<file path="config.mk">
export PLATFORM = sky130hd
export DESIGN_NAME = mbx_doorbell
export DESIGN_NICKNAME = d
export VERILOG_FILES = /design/src/rtl/mbx_pkg.sv /design/src/rtl/mbx_decode.sv /design/src/rtl/mbx_flags.sv /design/src/rtl/mbx_irq.sv /design/src/rtl/mbx_doorbell.sv
export SDC_FILE = /design/constraint.sdc
export NUM_CORES = 1
export LEC_CHECK = 0
export ABC_CLOCK_PERIOD_IN_PS = 1700
export BUFFER_PORTS_ARGS = -buffer_cell sky130_fd_sc_hd__buf_2
export CAP_MARGIN = 30
export CORE_MARGIN = 2
export CORE_UTILIZATION = 42
export DETAILED_ROUTE_END_ITERATION = 6
export PLACE_DENSITY_LB_ADDON = 0.15
export RECOVER_POWER = 100
export SLEW_MARGIN = 20
export SYNTH_ARGS = -nofsm -noshare
export SYNTH_HDL_FRONTEND = slang
export SYNTH_SLANG_ARGS = --single-unit
</file>
<file path="constraint.sdc">
create_clock -name clk -period 1.7 [get_ports clk]
set_input_delay 0.085 -clock clk [delete_from_list [all_inputs] [get_ports clk]]
set_output_delay 0.085 -clock clk [all_outputs]
set_load 0.1 [all_outputs]
</file>
<file path="src/rtl/mbx_pkg.sv">
`timescale 1ns/1ps
package mbx_pkg;
  localparam int NPROC    = 2;
  localparam int DW       = 32;
  localparam int TX_SHIFT = 16;
  localparam int CFG_ADDR = 'h3F0;

  typedef enum logic [2:0] {
    SEL_NONE,
    SEL_IEN,
    SEL_SC,
    SEL_STAT,
    SEL_CFG
  } mbx_sel_e;
endpackage

</file>
<file path="src/rtl/mbx_decode.sv">
`timescale 1ns/1ps
module mbx_decode
  import mbx_pkg::*;
#(
  parameter int AW    = 12,
  parameter int NCHAN = 6
) (
  input  logic [AW-1:0]          addr,
  input  logic                   we,
  input  logic [DW-1:0]          wdata,
  output logic [2*NCHAN-1:0]     set_req,
  output logic [2*NCHAN-1:0]     clr_req,
  output logic [NPROC-1:0]       ien_we,
  output mbx_sel_e               sel,
  output logic                   win
);
  logic in_win;

  // window space: 0x00..0x1F, word aligned
  assign in_win = (addr[AW-1:5] == '0) && (addr[1:0] == 2'b00);
  assign win    = addr[4];

  always_comb begin
    sel = SEL_NONE;
    if (addr == AW'(CFG_ADDR)) begin
      sel = SEL_CFG;
    end else if (in_win) begin
      case (addr[3:2])
        2'd1:    sel = SEL_IEN;
        2'd2:    sel = SEL_SC;
        2'd3:    sel = SEL_STAT;
        default: sel = SEL_NONE;
      endcase
    end
  end

  for (genvar p = 0; p < NPROC; p++) begin : g_win
    logic hit_sc;
    assign hit_sc = we && (sel == SEL_SC) && (win == 1'(p));
    // ring: own window flags
    assign set_req[p*NCHAN +: NCHAN]     = hit_sc ? wdata[TX_SHIFT +: NCHAN] : '0;
    // acknowledge: peer window flags
    assign clr_req[(1-p)*NCHAN +: NCHAN] = hit_sc ? wdata[0 +: NCHAN] : '0;
    assign ien_we[p] = we && (sel == SEL_IEN) && (win == 1'(p));
  end
endmodule

</file>
<file path="src/rtl/mbx_flags.sv">
`timescale 1ns/1ps
module mbx_flags #(
  parameter int NCHAN = 6
) (
  input  logic                 clk,
  input  logic                 rst,
  input  logic [2*NCHAN-1:0]   set_in,
  input  logic [2*NCHAN-1:0]   clr_in,
  output logic [2*NCHAN-1:0]   occ
);
  // set applied after clear: set wins on collision
  always_ff @(posedge clk) begin
    if (rst) occ <= '0;
    else     occ <= (occ & ~clr_in) | set_in;
  end
endmodule

</file>
<file path="src/rtl/mbx_irq.sv">
`timescale 1ns/1ps
module mbx_irq
  import mbx_pkg::*;
#(
  parameter int NCHAN = 6
) (
  input  logic [2*NCHAN-1:0] occ,
  input  logic [NPROC-1:0]   en_rx,
  input  logic [NPROC-1:0]   en_tx,
  output logic [NPROC-1:0]   irq_rx,
  output logic [NPROC-1:0]   irq_txfree
);
  for (genvar p = 0; p < NPROC; p++) begin : g_proc
    assign irq_rx[p]     = en_rx[p] & (|occ[(1-p)*NCHAN +: NCHAN]);
    assign irq_txfree[p] = en_tx[p] & ~(&occ[p*NCHAN +: NCHAN]);
  end
endmodule

</file>
<file path="src/rtl/mbx_doorbell.sv">
`timescale 1ns/1ps
module mbx_doorbell
  import mbx_pkg::*;
#(
  parameter int AW    = 12,
  parameter int NCHAN = 6
) (
  input  logic                  clk,
  input  logic                  rst,
  input  logic [1:0]            bus_we,
  input  logic [2*AW-1:0]       bus_addr,
  input  logic [63:0]           bus_wdata,
  output logic [63:0]           bus_rdata,
  output logic [1:0]            irq_rx,
  output logic [1:0]            irq_txfree
);
  localparam int NP = NPROC;
  localparam int FW = NP * NCHAN;

  logic [NP-1:0][FW-1:0] set_port;
  logic [NP-1:0][FW-1:0] clr_port;
  logic [NP-1:0][NP-1:0] ien_port;
  logic [NP-1:0]         win_port;
  mbx_sel_e              sel_port [NP];
  logic [FW-1:0]         set_all;
  logic [FW-1:0]         clr_all;
  logic [FW-1:0]         occ;
  logic [NP-1:0]         en_rx;
  logic [NP-1:0]         en_tx;
  logic [NP-1:0][DW-1:0] rd_q;

  for (genvar q = 0; q < NP; q++) begin : g_port
    mbx_decode #(.AW(AW), .NCHAN(NCHAN)) u_dec (
      .addr    (bus_addr[q*AW +: AW]),
      .we      (bus_we[q]),
      .wdata   (bus_wdata[q*DW +: DW]),
      .set_req (set_port[q]),
      .clr_req (clr_port[q]),
      .ien_we  (ien_port[q]),
      .sel     (sel_port[q]),
      .win     (win_port[q])
    );

    logic [NCHAN-1:0] stat_sel;
    assign stat_sel = win_port[q] ? occ[NCHAN +: NCHAN] : occ[0 +: NCHAN];

    always_ff @(posedge clk) begin
      if (rst) begin
        rd_q[q] <= '0;
      end else begin
        case (sel_port[q])
          SEL_CFG:  rd_q[q] <= DW'(8'(NCHAN));
          SEL_STAT: rd_q[q] <= DW'(stat_sel);
          SEL_IEN:  rd_q[q] <= DW'({en_tx[win_port[q]], en_rx[win_port[q]]});
          default:  rd_q[q] <= '0;
        endcase
      end
    end
  end

  always_comb begin
    set_all = '0;
    clr_all = '0;
    for (int q = 0; q < NP; q++) begin
      set_all = set_all | set_port[q];
      clr_all = clr_all | clr_port[q];
    end
  end

  // enable registers: higher port index written last, so it wins
  always_ff @(posedge clk) begin
    if (rst) begin
      en_rx <= '0;
      en_tx <= '0;
    end else begin
      for (int q = 0; q < NP; q++) begin
        for (int p = 0; p < NP; p++) begin
          if (ien_port[q][p]) begin
            en_rx[p] <= bus_wdata[q*DW];
            en_tx[p] <= bus_wdata[q*DW+1];
          end
        end
      end
    end
  end

  mbx_flags #(.NCHAN(NCHAN)) u_flags (
    .clk    (clk),
    .rst    (rst),
    .set_in (set_all),
    .clr_in (clr_all),
    .occ    (occ)
  );

  mbx_irq #(.NCHAN(NCHAN)) u_irq (
    .occ        (occ),
    .en_rx      (en_rx),
    .en_tx      (en_tx),
    .irq_rx     (irq_rx),
    .irq_txfree (irq_txfree)
  );

  assign bus_rdata = rd_q;
endmodule

</file>
======== Yosys cells after proc, flatten, opt, wreduce, memory -nomap -nowiden ========
Cells that the tools add are included.
word-level totals
  register bits ........................... 80
  input bits .............................. 92
  output and inout port bits .............. 68
  logic and storage cells ................. 96
operators by class
  magnitude comparators ................... 2
  equality and inequality tests ........... 16
  mux-type cells .......................... 34
  bitwise gates (word level) .............. 13
  reductions and logical operators ........ 24
operators by type and width
  cell                    count
  $mux W6                 10
  $or A12 B12 Y12         3
  $pmux W6 S3             2
  $eq A12 B10 Y1 const B  2
  $mux W1                 16
  $logic_and A1 B1 Y1     14
  $logic_not A7 Y1        2
  $and A12 B12 Y12        1
  $eq A3 B2 Y1 const B    4
  $mux W3                 4
  $not A12 Y12            1
  $pmux W2 S3             2
  $reduce_and A6 Y1       2
  $reduce_or A6 Y1        2
  $eq A2 B2 Y1 const B    4
  $eq A3 B1 Y1 const B    2
  $eq A3 B3 Y1 const B    2
  $and A1 B1 Y1           4
  $eq A2 B1 Y1 const B    2
  $logic_not A2 Y1        2
  $lt A1 B2 Y1 const B    2
  $not A1 Y1              4
  $reduce_bool A2 Y1      2

======== Depth between registers and ports, before layout ========
  depth after elaboration ................. 12
  depth in mapped cells ................... 6
  depth with buffers taken out ............ 4

======== By module ========
Synthesis repeated with hierarchy kept, for this count alone.
second synthesis, totals
  cell total of the unflattened synthesis .. 311
  area total of the unflattened synthesis .. 2544.9 um^2
modules (own cells, without submodules)
  module        instances  cells an instance  area an instance (um^2)  seq. area each (um^2)
  mbx_doorbell  1          146                1302.5                   320.3
  mbx_decode    2          53                 352.8                    0.0
  mbx_flags     1          49                 469.2                    240.2
  mbx_irq       1          10                 67.6                     0.0

======== Worst setup path after synthesis ========
Ideal clock, no wire load.
  path kind ............................... reg-to-output
  start point ............................. register u_flags.occ[10]
  end point ............................... output port irq_rx[0]
  arrival ................................. 1.399 ns
  required time ........................... 1.615 ns
  path slack .............................. 0.216 ns
  stages on the path, launching flop included .. 3
  buffers on the path ..................... 0
  path through ............................ dfxtp_1 > or4_1 > o31a_1
on the way
  word-level cells in the longest chain between the ends .. 2
ends and longest elaborated chain
  what                    line                RTL
  from (decl)             mbx_flags.sv:9      output logic [2*NCHAN-1:0] occ
  from (signal assigned)  mbx_flags.sv:14     else occ <= (occ & ~clr_in) | set_in;
  $reduce_or A6 Y1        mbx_irq.sv:14       assign irq_rx[p] = en_rx[p] & (|occ[(1-p)*NCHAN +: NCHAN]);
  $and A1 B1 Y1           mbx_irq.sv:14
  to (decl)               mbx_doorbell.sv:14  output logic [1:0] irq_rx,
No other way between the ends.

======== Final worst setup path ========
  start point ............................. register u_flags.occ[5]
  end point ............................... output port irq_rx[1]
The elaborated chain is that of the path after synthesis.

==> qor.yml <==
start_kind: "register"
synth-warning-count: 0
p_leak_nw: 1.13
grt_max_degree: 17
status: "finished with violations"
r2r_end: "bus_rdata[1]"
grt_pass1_wl_um: 9450
grt_usage: 0.198
max-vdd-ir-drop_mv: 0.363
power.density_mw_per_mm2: 673
worst_pin_slew_ps: 762
drtAntennaViolNets: 0
path_class: "register to primary output"
p_total_mw: 1.71
crit_arrival_ps: 1640
coreArea_sq_mm: 0.00517
r2r_slack_ps: 530
worstSetupEndpointType: "primary output"
finalWirelength_um: 6160
worstSkewPairLatency_ps: 270
hold_path.class: "primary input to register"
avgSynthCellArea_sq_um: 8.16
synth_cell_types: 48
crit_required_ps: 1620
firstDrtPassIters: 4
synth-async-reset-ratio: 0
r2r-start: "en_tx[1]"
cts.sinks: 28
crit_path_max_fanout: 5
grt_pass1_vias: 1904
antenna_found_initial: 0
io_buffer_count: 67
reg2reg_depth: 4
yosysTopAreaCellShare: 0.247
finalSetupViolations: 2
netlist_top_cells_area: "dfxtp_1 (25%), buf_4 (18%), a32oi_1 (4.6%)"
die_h_um: 77.5
wl_per_cell_um: 14.9
fin_crit_sh: 1.02
ioPinCount: 160
whs_path_depth: 3
slew_headroom: 0.491
post-synth-top-count-cell: "buf_4"
cts_root_buffer: "clkbuf_8"
drc_errors: 0
clock_skew_ps: 2.56
cts_tree: "built"
post_dp_cell_area_sq_mm: 0.00250
rows: 26
area_growth_pct: 12.1
stdcell_area_sq_mm: 0.00254
yosysSeqAreaShare: 0.247
path_clk_slew_ps: 100
drv_cap: 0
holdCritStartpoint: "bus_wdata[49]"
final_net_count: 437
n_antenna_cell: 0
synth_edf_count: 0
ys.flop_type: "dfxtp_1"
clock_path_buffers: 2
cts_buffers: 3
slew_violations: 0
place_hpwl_um: 4880
chipWidth_um: 77.5
dieArea_sq_mm: 0.00601
route.vias.total: 2210
initial_utilization: 0.439
max_freq_mhz: 579
htree_levels: 1
synth_area_sq_mm: 0.00227
grt_overflow: 0
setup_slack_ps: -26.2
hold_viol_final: 0
final_core_util: 0.492
violations: "negative setup slack"
synth_cells: 278
synthTopCellsByCount: "buf_4 (53), dfxtp_1 (28), nand2_1 (27), nor2_1 (15), nor2b_1 (13)"
drive_above_1_share: 0.254
fin_crit_ps: 1730
place_congestion: 0.848
drt_iter0_markers: 192
avgViaCountPerCell: 5.35
grt_setup_unrepaired: "yes"
yosysTopAreaCell: "dfxtp_1"
hold-path-endpoint: "u_flags.occ[7]"
ys_seq_elements: 28
## critical path: stages (launching register included)
cell and delay, ps:
dfxtp_2 350, or4_1 540, o31a_1 290, buf_8 180
## power by group
group | internal (mW) | switching (mW) | total, mW
registers | 0.655 | 0.000109 | 0.656
clock network | 0.159 | 0.210 | 0.369
logic | 0.0809 | 0.608 | 0.689
## metrics by stage
| stage | worst slack, ps | TNS, ps | hold slack [ps] | std cells |
|---|---|---|---|---|
| after floorplan | 216 | 0 | 202 | 329 |
| after global placement | 137 | 0 | 309 | 410 |
| after detailed placement | 158 | 0 | 313 | 410 |
| after CTS | -42.2 | -51.3 | 26.7 | 413 |
| after global routing | -66.6 | -119 | 29.6 | 413 |
| final | -26.2 | -50.2 | 31.2 | 413 |
## cells in the final DEF (no fill, tap or decap), types with 5 or more instances in the layout
| master | count |
|---|---|
| nand3_1 | 5 |
| nand2_1 | 27 |
| or4_1 | 6 |
| nor2b_1 | 13 |
| a21boi_0 | 5 |
| nor2_1 | 16 |
| clkbuf_2 | 14 |
| a32oi_1 | 12 |
| o221ai_1 | 9 |
| dfxtp_1 | 27 |
| conb_1 | 52 |
| nand4_1 | 12 |
| mux2i_1 | 6 |
| buf_2 | 49 |
| o21ai_0 | 6 |
| buf_4 | 11 |
| nor4_1 | 6 |
## registers in the layout, summed over array words and instances (netlist names)
| register | cells |
|---|---|
| u_flags.occ | 12 |
| en_rx | 2 |
| en_tx | 2 |
| bus_rdata | 12 |
## how the worst max path moves through the flow
stage | start | endpoint | slack [ps] | cells past startpoint
global route | u_flags.occ[5] | irq_rx[1] | -70 | 3
finish | u_flags.occ[5] | irq_rx[1] | -30 | 3
global placement | bus_addr[10] | en_rx[0] | 140 | 4
CTS | u_flags.occ[5] | irq_rx[1] | -40 | 3
detailed placement | bus_addr[10] | en_tx[1] | 160 | 4
floorplan | u_flags.occ[10] | irq_rx[0] | 220 | 2
## cell families (layout without fill, tap and decap cells)
kind of cell,Yosys count,in the layout,synth area share
flip-flops,28,28,0.247
AO/OA/AOI/OAI,56,56,0.190
multiplexers,11,11,0.0612
AND/OR/NAND/NOR,112,112,0.289
buffers and inverters,70,84,0.211
other,1,52,0.00165
## repair_timing
| item | in CTS | in global routing |
|---|---|---|
| cloned | 0 | 0 |
| buffers inserted | 0 | 0 |
| resized for setup | 4 | 2 |
| endpoints found under the setup margin | 2 | 2 |
| hold buffers | 0 | 0 |
## metal layers
layer  vias to the layer above  part of all wire  wire, um  GRT usage
li1                       1076                 -         -          -
met3                        10             0.087       535     0.0256
met4                         0             0.017       107     0.0679
met2                       109              0.44      2740      0.311
met1                      1015              0.45      2780      0.278
met5                         -                 0         0          0
## area by class of cell
| cell class | instances | area [sq um] |
|---|---|---|
| Timing Repair Buffer | 79 | 435 |
| Inverter | 2 | 7.51 |
| Multi-Input combinational cell | 231 | 1410 |
| Tap cell | 70 | 87.6 |
| Clock buffer | 3 | 41.3 |
| Fill cell | 537 | 2630 |
| Sequential cell | 28 | 562 |
No activity file was read; power rests on OpenSTA's default activity.
